[src/rtl/qdt_pkg.sv]
package qdt_pkg;
  localparam int CTRL_W  = 8;
  localparam int SHR_NUM = 4;   // shared words before the channels
  localparam int CH_WORDS = 4;

  // shared word indices
  localparam int W_MASK  = 0;
  localparam int W_RAW   = 1;
  localparam int W_MSKD  = 2;
  localparam int W_CLR   = 3;

  // per-channel word offsets
  localparam int OFF_LOAD = 0;
  localparam int OFF_CUR  = 1;
  localparam int OFF_CTRL = 2;
  localparam int OFF_RLD  = 3;

  typedef struct packed {
    logic       en;        // bit 7
    logic       periodic;  // bit 6
    logic [1:0] spare;     // bits 5:4
    logic [1:0] presc;     // bits 3:2
    logic       wide;      // bit 1
    logic       oneshot;   // bit 0
  } ctrl_t;
endpackage

[src/rtl/qdt_prescaler.sv]
module qdt_prescaler #(
  parameter int DIV_W    = 8,
  parameter int DIV_MID  = 16,
  parameter int DIV_SLOW = 256
) (
  input  logic       clk,
  input  logic       rst,
  input  logic       en,
  input  logic [1:0] sel,
  output logic       tick_o
);
  localparam logic [DIV_W-1:0] LIM_MID  = DIV_W'(DIV_MID - 1);
  localparam logic [DIV_W-1:0] LIM_SLOW = DIV_W'(DIV_SLOW - 1);

  logic [DIV_W-1:0] cnt_q;
  logic [DIV_W-1:0] limit;
  logic             at_lim;

  always_comb begin
    case (sel)
      2'b00:   limit = '0;
      2'b01:   limit = LIM_MID;
      default: limit = LIM_SLOW;
    endcase
  end

  assign at_lim = (cnt_q >= limit);
  assign tick_o = en && at_lim;

  always_ff @(posedge clk) begin
    if (rst || !en || at_lim) cnt_q <= '0;
    else                      cnt_q <= cnt_q + 1'b1;
  end

  // a disabled divider restarts from zero
  p_idle_restart_r11: assert property (@(posedge clk) disable iff (rst)
    !en |=> (cnt_q == '0));
endmodule

[src/rtl/qdt_channel.sv]
module qdt_channel
  import qdt_pkg::*;
#(
  parameter int DATA_W   = 32,
  parameter int NARROW_W = 16,
  parameter int DIV_W    = 8,
  parameter int DIV_MID  = 16,
  parameter int DIV_SLOW = 256
) (
  input  logic              clk,
  input  logic              rst,
  input  logic              ld_we,
  input  logic              rld_we,
  input  logic              ctrl_we,
  input  logic [DATA_W-1:0] wdata,
  output logic [DATA_W-1:0] load_o,
  output logic [DATA_W-1:0] cur_o,
  output ctrl_t             ctrl_o,
  output logic [DATA_W-1:0] rld_o,
  output logic              hit_o
);
  localparam logic [DATA_W-1:0] NARROW_MSK =
    {{(DATA_W-NARROW_W){1'b0}}, {NARROW_W{1'b1}}};

  ctrl_t             ctrl_q;
  logic [DATA_W-1:0] load_q, cur_q, rld_q;
  logic [DATA_W-1:0] msk, cur_eff;
  logic              tick;

  assign msk     = ctrl_q.wide ? '1 : NARROW_MSK;
  assign cur_eff = cur_q & msk;

  qdt_prescaler #(
    .DIV_W(DIV_W), .DIV_MID(DIV_MID), .DIV_SLOW(DIV_SLOW)
  ) u_presc (
    .clk(clk), .rst(rst), .en(ctrl_q.en), .sel(ctrl_q.presc), .tick_o(tick)
  );

  always_ff @(posedge clk) begin
    if (rst) begin
      ctrl_q <= '0;
      load_q <= '0;
      cur_q  <= '0;
      rld_q  <= '0;
    end else begin
      if (ctrl_we) ctrl_q <= ctrl_t'(wdata[CTRL_W-1:0]);
      if (rld_we)  rld_q  <= wdata;
      if (ld_we) begin
        load_q <= wdata;
        rld_q  <= wdata;
        cur_q  <= wdata & msk;
      end else if (tick) begin
        if (cur_eff != '0)        cur_q <= (cur_eff - 1'b1) & msk;
        else if (!ctrl_q.oneshot) cur_q <= ctrl_q.periodic ? (rld_q & msk) : msk;
      end
    end
  end

  assign hit_o  = tick && !ld_we && (cur_eff == DATA_W'(1));
  assign load_o = load_q;
  assign cur_o  = cur_eff;
  assign ctrl_o = ctrl_q;
  assign rld_o  = rld_q;

  // each tick removes exactly one
  p_step_one_r3: assert property (@(posedge clk) disable iff (rst)
    (tick && cur_eff != '0 && !ld_we && !ctrl_we) |=> (cur_eff == $past(cur_eff) - 1'b1));
  // one-shot count parks at zero
  p_park_zero_r7: assert property (@(posedge clk) disable iff (rst)
    (ctrl_q.en && ctrl_q.oneshot && cur_eff == '0 && !ld_we && !ctrl_we) |=> (cur_eff == '0));
  // free-running roll goes to full scale
  p_full_roll_r5: assert property (@(posedge clk) disable iff (rst)
    (tick && cur_eff == '0 && !ctrl_q.oneshot && !ctrl_q.periodic && !ld_we && !ctrl_we)
      |=> (cur_eff == $past(msk)));
endmodule

[src/rtl/qdt_irq.sv]
module qdt_irq #(
  parameter int NUM_CH = 4
) (
  input  logic              clk,
  input  logic              rst,
  input  logic [NUM_CH-1:0] hit,
  input  logic              mask_we,
  input  logic              clr_we,
  input  logic [NUM_CH-1:0] wdata,
  output logic [NUM_CH-1:0] raw_o,
  output logic [NUM_CH-1:0] mask_o,
  output logic              irq_o
);
  logic [NUM_CH-1:0] raw_q, mask_q, clr_bits;
  logic              irq_q;

  assign clr_bits = clr_we ? wdata : '0;

  always_ff @(posedge clk) begin
    if (rst) begin
      raw_q  <= '0;
      mask_q <= '0;
      irq_q  <= 1'b0;
    end else begin
      raw_q <= (raw_q & ~clr_bits) | hit;
      if (mask_we) mask_q <= wdata;
      irq_q <= |(raw_q & mask_q);
    end
  end

  assign raw_o  = raw_q;
  assign mask_o = mask_q;
  assign irq_o  = irq_q;

  // an event always lands in raw status
  p_event_sets_r8: assert property (@(posedge clk) disable iff (rst)
    (hit != '0) |=> ((raw_q & $past(hit)) == $past(hit)));
  // cleared bits without a new event go low
  p_clear_drops_r9: assert property (@(posedge clk) disable iff (rst)
    clr_we |=> ((raw_q & $past(wdata & ~hit)) == '0));
endmodule

[src/rtl/quad_down_timer.sv]
module quad_down_timer
  import qdt_pkg::*;
#(
  parameter int NUM_CH   = 4,
  parameter int DATA_W   = 32,
  parameter int NARROW_W = 16,
  parameter int ADDR_W   = 5,
  parameter int DIV_W    = 8,
  parameter int DIV_MID  = 16,
  parameter int DIV_SLOW = 256
) (
  input  logic              clk,
  input  logic              rst,
  input  logic              bus_wr,
  input  logic              bus_rd,
  input  logic [ADDR_W-1:0] bus_addr,
  input  logic [DATA_W-1:0] bus_wdata,
  output logic [DATA_W-1:0] bus_rdata,
  output logic              irq_o
);
  logic [31:0]       wi;
  logic [NUM_CH-1:0] hits, raw, mask;
  logic [DATA_W-1:0] ch_load [NUM_CH];
  logic [DATA_W-1:0] ch_cur  [NUM_CH];
  logic [DATA_W-1:0] ch_rld  [NUM_CH];
  ctrl_t             ch_ctrl [NUM_CH];
  logic [DATA_W-1:0] rd_val, rdata_q;

  assign wi = {{(32-ADDR_W){1'b0}}, bus_addr};

  for (genvar g = 0; g < NUM_CH; g++) begin : g_ch
    localparam int BASE = SHR_NUM + CH_WORDS * g;
    qdt_channel #(
      .DATA_W(DATA_W), .NARROW_W(NARROW_W), .DIV_W(DIV_W),
      .DIV_MID(DIV_MID), .DIV_SLOW(DIV_SLOW)
    ) u_ch (
      .clk(clk), .rst(rst),
      .ld_we  (bus_wr && wi == 32'(BASE + OFF_LOAD)),
      .rld_we (bus_wr && wi == 32'(BASE + OFF_RLD)),
      .ctrl_we(bus_wr && wi == 32'(BASE + OFF_CTRL)),
      .wdata(bus_wdata),
      .load_o(ch_load[g]), .cur_o(ch_cur[g]), .ctrl_o(ch_ctrl[g]),
      .rld_o(ch_rld[g]), .hit_o(hits[g])
    );
  end

  qdt_irq #(.NUM_CH(NUM_CH)) u_irq (
    .clk(clk), .rst(rst), .hit(hits),
    .mask_we(bus_wr && wi == 32'(W_MASK)),
    .clr_we (bus_wr && wi == 32'(W_CLR)),
    .wdata(bus_wdata[NUM_CH-1:0]),
    .raw_o(raw), .mask_o(mask), .irq_o(irq_o)
  );

  always_comb begin
    rd_val = '0;
    if (wi == 32'(W_MASK)) rd_val = DATA_W'(mask);
    if (wi == 32'(W_RAW))  rd_val = DATA_W'(raw);
    if (wi == 32'(W_MSKD)) rd_val = DATA_W'(raw & mask);
    for (int c = 0; c < NUM_CH; c++) begin
      if (wi == 32'(SHR_NUM + CH_WORDS*c + OFF_LOAD)) rd_val = ch_load[c];
      if (wi == 32'(SHR_NUM + CH_WORDS*c + OFF_CUR))  rd_val = ch_cur[c];
      if (wi == 32'(SHR_NUM + CH_WORDS*c + OFF_CTRL)) rd_val = DATA_W'(ch_ctrl[c]);
      if (wi == 32'(SHR_NUM + CH_WORDS*c + OFF_RLD))  rd_val = ch_rld[c];
    end
  end

  always_ff @(posedge clk) begin
    if (rst)         rdata_q <= '0;
    else if (bus_rd) rdata_q <= rd_val;
  end

  assign bus_rdata = rdata_q;

  // a masked raw bit raises the line one edge later
  p_line_follows_r10: assert property (@(posedge clk) disable iff (rst)
    ((raw & mask) != '0) |=> irq_o);
endmodule

[config.mk]
export PLATFORM = sky130hd
export DESIGN_NAME = quad_down_timer
export DESIGN_NICKNAME = d
export VERILOG_FILES = /design/src/rtl/qdt_pkg.sv /design/src/rtl/qdt_prescaler.sv /design/src/rtl/qdt_channel.sv /design/src/rtl/qdt_irq.sv /design/src/rtl/quad_down_timer.sv
export SDC_FILE = /design/constraint.sdc
export NUM_CORES = 1
export LEC_CHECK = 0
export BUFFER_PORTS_ARGS = -buffer_cell sky130_fd_sc_hd__buf_4
export CAP_MARGIN = 0
export CORE_UTILIZATION = 40
export CTS_CLUSTER_DIAMETER = 50
export CTS_CLUSTER_SIZE = 24
export DETAILED_ROUTE_END_ITERATION = 8
export PLACE_DENSITY_LB_ADDON = 0.1
export SKIP_CTS_REPAIR_TIMING = 1
export SLEW_MARGIN = 20
export SYNTH_ARGS = -nofsm -noshare
export SYNTH_HDL_FRONTEND = slang
export SYNTH_SLANG_ARGS = --single-unit
[constraint.sdc]
create_clock -name clk -period 5.6 [get_ports clk]
set_input_delay 1.12 -clock clk [delete_from_list [all_inputs] [get_ports clk]]
set_output_delay 1.12 -clock clk [all_outputs]
set_load 0.02 [all_outputs]
==> results.md, run 1 <==
- The net count of the finished layout is 3,551.
- The number of buffers added by the clock tree synthesis step is 75.
- The height of the die is roughly 260 um.
- The most common flop cell mapped by yosys is dfxtp_1.
- The cell count after synthesis is 3,581.
- The classification of the worst setup path is reg2reg.
- In this run the deepest clock path goes through 3 buffers.
- For met1 alone, demand over resource in global routing was a little under half.
- The placeable core region is roughly 66,000 um2.
- The via count of the first global-routing pass is 26,186.
- The final setup violation count is 0.
- The number of cells in the design after placement is between 4,000 and 5,000.
- Synthesis inferred roughly 500 register bits.
- The total number of vias is around 28,000.
- The repair_antennas step left the layout with diodes totalling 0.
- The total standard cell area after synthesis is 26,700 um2.
- The worst path in the final design needs a cycle of around 3.8 ns, including I/O delays and setup.
- Global routing used 5.66% of the available met3 tracks.
- The library cell used most frequently in the layout, excluding fill and tap cells, is nand2_1.
- The largest net degree at the start of global routing is between 150 and 200.
- The clock-pin slew reported for the worst setup and hold paths after clock tree synthesis is 0.07 ns.
- The total overflow left after global routing is 0.
- The final hold violation count is 0.
- The die covers ~68,000 um2.
- The relative slew slack is between 20 and 25%.
- TritonCTS built the clock tree.
- The residual DRC count is 14.
- The setup skew after layout is approximately 0.033 ns.
- The finished layout holds ~4,400 standard cells, fillers aside.
- The floorplan has 94 rows.
- The signal on the critical path passes through buf_4 -> o41a_1 -> nor4_1 -> or4b_1 -> buf_4 -> nor3_1 -> o311ai_0 -> o211ai_1.
- The top cell types in the final layout, fill and taps aside, are nand2_1 (724), dfxtp_1 (489), a21oi_1 (424).
- The cell repeated most along the worst path is buf_4.
- The checks that failed: design-rule violations.
- The global routing stage identified its most utilized layer as met2.
- The number of nets in the synthesized netlist is around 3,700.
- The routability-driven placement congestion ratio is 1.00.
- The slowest library cell on the worst path is or4b_1.
- Yosys printed 0 warnings.
- The first global-routing pass estimated 171,000 um of wire.
- Of the total synthesized cell area, the portion taken by XOR and XNOR cells is 2.23%.
- The first detailed-routing pass took 9 iterations.
- Dividing the detail-routed via count by the number of cells gives 6.39.
- The switching share of power is between 20 and 30%.
- The cell sitting at the root of the clock tree is a clkbuf_16.
- Yosys attributes the largest share of cell area to dfxtp_1 (37%), nand2_1 (10%), a21oi_1 (7.9%).
- The number of slew-limit violations in the final report is 0.
- The flow ran to the end, but the final reports show violations.
- The routed design has about 110,000 um of wire.
- The count of buffers added on input and output ports is 73.
- The path class of the tightest hold or removal check is reg2reg.
- The part of the Yosys area used for sequential elements is a little over a third.
- The average cell area after synthesis is about 7.5 um2.
- The net switching power figure is ~0.0028 W.
- The placed wire-length estimate is approximately 80,000 um.
- The number of H-tree levels is 3.
- The critical path contains buffers and inverters numbering 2 combined.
- After synthesis, the largest family of logic cells by area is compound AO/OA/AOI/OAI gates.
- Global routing used 50.1% of the available met2 tracks.
- The count of boundary I/O pins is between 70 and 80.
- The transition time at the pin with the least slew margin is ~1.1 ns.
- The kind of cell with the highest combined delay on the critical path is simple AND/OR/NAND/NOR gates.
- Multiplexer cells account for under 10% of the synthesized area.
- The share of the synthesized area in the top cell type is a little over a third.
- The internal portion of total power is between 0.006 and 0.007 W.
- Counting flops with an async set or reset pin after synthesis yields a share of 0%.
- For this design, the sink count on the clock tree is around 490.
- The count of routing violations after the opening detailed-route iteration is around 4,000.
- The largest stage delay on the critical path is between 0.7 and 0.8 ns.
- The data required time at the worst endpoint is ~6.1 ns.
- The average routed wire per standard cell is ~26 um.
- Power spread over the standard cell area amounts to about 320 nW/um2.
- The final critical path takes up about two thirds of the cycle.
- The part of the total power dissipated in the clock network is 52.2%.
- The initial utilization of the core area, before any placement, comes to 40.5%.
- The leakage dissipation is between 10 and 15 nW.
- The number of antenna violations at the first check in global routing was 3.
- Of the total synthesized cell area, the portion taken by AND, OR, NAND and NOR gates is between 20% and 30%.
- The fraction of final layout cells sized beyond drive strength 1 is 9.64%.
- The source-to-sink clock delay at the later pin of the worst-skew pair is 0.63 ns.
- In this run the remaining antenna-violating nets after routing total 0.
- VDD sags by at most approximately 200 uV.
- The library cell occupying the most area in the post-synthesis netlist is dfxtp_1.
- Across the run, the number of max-cap violations was 0.
- STA classifies the critical path startpoint as a flip-flop.
- Setup repair after global routing left no endpoint under its margin.
- Compared with the post-synthesis result, the final layout area differs by 13.6%.
- Of the total power, combinational logic draws 10.9%.
- Across every metal layer, demand over resource in global routing totals 33.2%.
- Sequential cells burn 36.9% of the power.
- Data on the critical path arrives at its endpoint at 4.29 ns.
- The die span in x is 260 um.
- Yosys mapped the design onto 90 distinct sky130hd cell types.
- The maximum fanout encountered on the critical timing path is 39.
- The number of enable flip-flop cells after synthesis is 0.
- The kind of end point of the critical path is a flip-flop.
- The adder and majority cell fraction of the synthesized area is 2.11%.
- In the final timing run, aggregate negative setup slack is 0 ns.
- The peak clock frequency supported by timing is 266 MHz.
- The synthesized netlist devotes between 20% and 30% of its cell area to compound gates.
[synth_stat cells (40+ instances only)]
master,n
a211oi_1,71
a21oi_1,424
a22oi_1,57
a311oi_1,61
clkbuf_1,278
dfxtp_1,489
ha_1,45
inv_1,56
mux2i_1,45
nand2_1,730
nand3_1,93
nor2_1,271
nor3_1,97
o21ai_0,114
xor2_1,40
[stage by stage]
| stage | total power (W) | utilization [%] | cell area (um2) | worst slack, ns | hold WS [ns] |
|---|---|---|---|---|---|
| 2_1_floorplan | 0.00431 | - | 26700 | 2.34 | 0.426 |
| 3_3_place_gp | 0.00469 | 41.9 | 27600 | 1.52 | 0.440 |
| 3_5_place_dp | 0.00469 | 41.9 | 27700 | 1.51 | 0.446 |
| 4_1_cts | 0.00975 | 46.0 | 30300 | 1.92 | 0.455 |
| 5_1_grt | 0.00999 | 46.0 | 30400 | 1.77 | 0.473 |
| 6_report | 0.00972 | 46.0 | 30400 | 1.84 | 0.455 |
[flip-flops by register name (all words and copies together), names as in the netlist]
register,count
u_irq.irq_o,1
u_irq.mask_o,4
g_ch.u_ch.rld_o,128
g_ch.u_ch.ctrl_o,32
u_irq.raw_o,4
g_ch.u_ch.u_presc.cnt_q,32
bus_rdata,32
g_ch.u_ch.cur_q,128
g_ch.u_ch.load_o,128
[per-layer routing]
layer / vias to the layer above / share of wire [%]
li1: 12748 / -
met1: 13546 / 43
met2: 1504 / 43
met3: 252 / 9.6
met4: 4 / 4.1
met5: - / 0.019
[worst paths after layout]
path | slack [ns] | startpoint | depth (start not counted) | to
worst max-delay path | 1.84 | g_ch[3].u_ch.ctrl_o[1] | 8 | g_ch[3].u_ch.cur_q[24]
worst min-delay path | 0.46 | g_ch[3].u_ch.load_o[22] | 2 | g_ch[3].u_ch.load_o[22]
worst max register to register | 1.84 | g_ch[3].u_ch.ctrl_o[1] | 8 | g_ch[3].u_ch.cur_q[24]
worst min register to register | 0.46 | g_ch[3].u_ch.load_o[22] | 2 | g_ch[3].u_ch.load_o[22]
[worst register-to-register path: stages, from the launching register on]
cell and delay, ns:
dfxtp_1 0.56, buf_4 0.44, o41a_1 0.45, nor4_1 0.18, or4b_1 0.75, buf_4 0.32, nor3_1 0.56, o311ai_0 0.28
o211ai_1 0.14
[logic make-up after synthesis]
family,after synthesis
AOI/OAI and AO/OA,1067
xor gates and xnor gates,68
adders and majority gates,45
buffers and inverters,391
DFF,489
muxes,56
and+or+nand+nor,1465
[final cells by class]
type                    instances  area [um2]
clock buffers                  87        2040
clock inverters                51         658
fillers                      6509       35600
inverters                      58         218
multi-input cells            2701       15500
flip-flops and latches        489        9790
well taps                     864        1080
repair buffers                140        1100
[power by group through the flow]
stage / sequential [W] / clock, W / combinational, W
2_1_floorplan: 0.00365 / 0 / 0.000667
3_3_place_gp: 0.00366 / 0 / 0.00103
3_5_place_dp: 0.00366 / 0 / 0.00103
4_1_cts: 0.00359 / 0.00513 / 0.00103
5_1_grt: 0.00359 / 0.00528 / 0.00112
6_report: 0.00359 / 0.00507 / 0.00106
No activity file was read; power rests on OpenSTA's default activity.
==> run 2, diff against run 1 <==
--- a/config.mk
+++ b/config.mk
@@ -5,6 +5,7 @@
 export SDC_FILE = /design/constraint.sdc
 export NUM_CORES = 1
 export LEC_CHECK = 0
+export ABC_AREA = 1
 export BUFFER_PORTS_ARGS = -buffer_cell sky130_fd_sc_hd__buf_4
 export CAP_MARGIN = 0
 export CORE_UTILIZATION = 40
==> constraint.sdc (replaced) <==
create_clock -name clk -period 3.2 [get_ports clk]
set_input_delay 0.64 -clock clk [delete_from_list [all_inputs] [get_ports clk]]
set_output_delay 0.64 -clock clk [all_outputs]
set_load 0.02 [all_outputs]
==> results.md, run 2 <==
- The area of the die is ~67,000 um2.
- STA classifies the critical path endpoint as a flip-flop.
- The post-synth net total is 3,918.
- The routability-driven placement congestion ratio is about 0.94.
- Overall power consumption after layout is estimated at between 0.015 and 0.02 W.
- The global-route total usage across every layer is between 20 and 30%.
- Among all cell types in the netlist, the one instantiated most often is nand2_1.
- Sequential cells were found to cover a little under two fifths of the synthesized design area.
- The vias per cell is roughly 5.4.
- The library cells used most frequently in the layout, excluding fill and tap cells, are nand2_1 (764), a21oi_1 (519), dfxtp_1 (488).
- Derived from the worst setup path, the maximum achievable clock frequency is about 350 MHz.
- The number of different library cells in the post-synthesis netlist is 62.
- The largest net degree at the start of global routing is 180.
- The worst path in the final design needs a cycle of between 2 and 3 ns, including I/O delays and setup.
- The flow ran to the end, and the final reports show no timing, DRC or antenna violations.
- Setup violations remaining at the end of the flow were counted as 0.
- The number of buffer and inverter instances along the worst setup path is 1.
- During synthesis, Yosys emitted a total of 0 warnings.
- The height of the die is around 260 um.
- The placeable core region is between 60,000 and 70,000 um2.
- The final hold violation count is 0.
- In this run the deepest clock path goes through 3 buffers.
- On the worst path, the slowest cell contributes a delay of between 0.4 and 0.5 ns.
- The data arrival time of the critical path is around 3.3 ns.
- Detailed placement ended at an HPWL of 70,500 um.
- The worst hold margin is ~0.37 ns.
- The fraction of final layout cells sized beyond drive strength 1 is 11.6%.
- The count of routing violations after the opening detailed-route iteration is 2,069.
- The peak supply drop is 376 uV.
- The clock net in this run drives a total of ~490 sinks.
- For this run, the post-layout net count is between 3,000 and 4,000.
- The classification of the worst setup path is reg2reg.
- For this design, the slowest cell found on the critical path is dfxtp_2.
- The port buffer count is 73.
- The count of boundary I/O pins is 74.
- The first global-routing pass estimated roughly 150,000 um of wire.
- Sorting the synthesized cells by how often they occur yields nand2_1 (764), a21oi_1 (519), dfxtp_1 (489).
- The via count of the first global-routing pass is ~24,000.
- The routed layout has between 20,000 and 30,000 vias.
- Compared with the post-synthesis result, the final layout area differs by 16.0%.
- The number of diodes added for antenna fixing is 0.
- Dividing total power by cell area gives a power density of roughly 540 nW/um2.
- The kind of start point of the critical path is a flip-flop.
- Before CTS, the worst setup slack after placement is 0.130 ns.
- The number of antenna violations at the first check in global routing was 1.
- The number of enable flip-flop cells after synthesis is 0.
- CTS built an H-tree with a depth of 3.
- Of all nets on the critical path, the largest fanout is 22.
- For this run, asynchronously set or reset flops after synthesis account for 0%.
- The root buffer cell chosen for the clock tree is clkbuf_16.
- The synthesized design contains between 400 and 500 register bits.
- The die span in x is between 200 and 300 um.
- The residual antenna-violating net count after detailed routing is 0.
- After detailed routing, the total wire length is 96,800 um.
- In the synthesized netlist the dominant register cell turns out to be dfxtp_1.
- In the post-synthesis netlist, the biggest area contributors are dfxtp_1 (37%), nand2_1 (11%), a21oi_1 (9.9%).
- The finished layout holds just under 5,000 standard cells, fillers aside.
- The synthesized design spends more area on one cell type than any other, namely dfxtp_1.
- Counting the buffers created by CTS gives between 70 and 80.
- The critical path goes through nand2_1 -> nand2_1 -> nor4_1 -> nand4_2 -> nor2_4 -> nand2_2 -> buf_4 -> nor2_1 -> a31oi_1 -> a21oi_1 -> a21oi_1.
- The most common cell after layout, fill and taps aside is nand2_1.
- The final critical path takes up 89.0% of the cycle.
- The data required time at the worst endpoint is 3.65 ns.
- The clock-pin slew reported for the worst setup and hold paths after clock tree synthesis is about 0.060 ns.
- The kind of cell with the highest combined delay on the critical path is simple AND/OR/NAND/NOR gates.
- The transition time at the pin with the least slew margin is slightly below 1 ns.
- The sum of negative setup slack is 0 ns.
- After global routing the overflow that remains totals 0.
- The TritonCTS clock tree is built.
- The tool flagged a number of max-cap violations equal to 0.
- The synthesized netlist occupies a cell area of approximately 26,000 um2.
- Synthesis handed over a netlist of ~3,800 instances.
- Setup repair after global routing left no endpoint under its margin.
- Between clock sinks in the finished design, the worst skew comes to 0.0233 ns.
- The worst-case setup margin in the final layout is ~0.35 ns.
- The min-delay analysis places its worst path in the category in2reg.
- The number of cells in the design after placement is 4,671.
- The share of the synthesized area in the top cell type is between 30% and 40%.
- The relative slew slack is 35.7%.
- After synthesis, the mean cell area works out to 6.84 um2.
- The residual DRC count is 0.
- Before antenna repair, the detailed router went through 5 iterations.
- The number of slew-limit violations in the final report was 0.
- Row generation in the floorplan step produced 93 rows.
- The effective utilization at floorplan is between 40% and 50%.
- After detailed routing, the average wire length per cell comes to ~20 um.
- The leakage dissipation is 12.3 nW.
- The source-to-sink clock delay at the later pin of the worst-skew pair is 0.62 ns.
==> run 2: changes by cell type in the layout (fill, tap and decap cells not counted), sizes merged, moves of 34 or more <==
| cell | previous run | this run |
|---|---|---|
| nor4 | 44 | 10 |
| buf | 140 | 201 |
| a211oi | 71 | 0 |
| a21oi | 424 | 522 |
| o21ai | 117 | 402 |
| inv | 75 | 405 |
| a221oi | 37 | 2 |
| nor2 | 272 | 416 |
| a22oi | 57 | 3 |
| a311oi | 61 | 1 |
| nor3 | 104 | 44 |
| mux2i | 45 | 0 |
| nand2 | 730 | 787 |
==> run 2: metrics by stage <==
step | utilization, % | cell area (um2)
floorplan | - | 26200
global route | 47.1 | 30400
finish | 47.1 | 30400
global placement | 43.3 | 28000
detailed placement | 43.3 | 28000
CTS | 47.1 | 30400
==> run 2: final cells by class <==
| cell class | instances | area [um2] |
|---|---|---|
| fillers | 6664 | 34200 |
| multi-input cells | 2736 | 14000 |
| flip-flops and latches | 489 | 9790 |
| clock buffers | 81 | 1930 |
| repair buffers | 202 | 1650 |
| inverters | 389 | 1470 |
| well taps | 855 | 1070 |
| clock inverters | 50 | 526 |
==> run 2: worst register-to-register path, cell delays in order (launching register included) <==
cell and delay (ns):
dfxtp_2 0.47, nand2_1 0.21, nand2_1 0.22, nor4_1 0.34, nand4_2 0.21, nor2_4 0.30
nand2_2 0.27, buf_4 0.28, nor2_1 0.11, a31oi_1 0.05, a21oi_1 0.14, a21oi_1 0.07
==> run 2: logic make-up after synthesis <==
| kind of cell | share of synthesized area, % |
|---|---|
| AO/OA/AOI/OAI | 24.5 |
| XOR/XNOR | 2.77 |
| adder cells (fa/ha/maj) | 2.15 |
| buffers and inverters | 9.39 |
| flip-flops | 37.3 |
| AND/OR/NAND/NOR | 23.8 |
==> run 2: where the power goes <==
| part | switching (W) | leakage (nW) | total (W) | internal [W] |
|---|---|---|---|---|
| sequential | 0.000101 | 3.95 | 0.00631 | 0.00621 |
| clock | 0.00335 | 1.19 | 0.00822 | 0.00487 |
| combinational | 0.00134 | 7.12 | 0.00194 | 0.000604 |
==> run 2: path summary, 6_finish.rpt <==
| kind | startpoint | endpoint | slack [ns] | cells past startpoint |
|---|---|---|---|---|
| hold / removal | bus_wdata[31] | g_ch[3].u_ch.load_o[31] | 0.37 | 3 |
| setup / recovery | g_ch[3].u_ch.ctrl_o[1] | g_ch[3].u_ch.cur_q[11] | 0.35 | 11 |
| hold reg to reg | g_ch[3].u_ch.ctrl_o[4] | g_ch[3].u_ch.ctrl_o[4] | 0.45 | 2 |
| setup reg to reg | g_ch[3].u_ch.ctrl_o[1] | g_ch[3].u_ch.cur_q[11] | 0.35 | 11 |
==> run 2: routing by layer <==
metal  track usage [%]  routed length [um]  up-vias
li1                  -                   -    13048
met1              40.5               45900    12016
met2              44.5               42500      798
met3              4.10                5330      181
met4              9.40                3070        2
met5                 0                  13        -
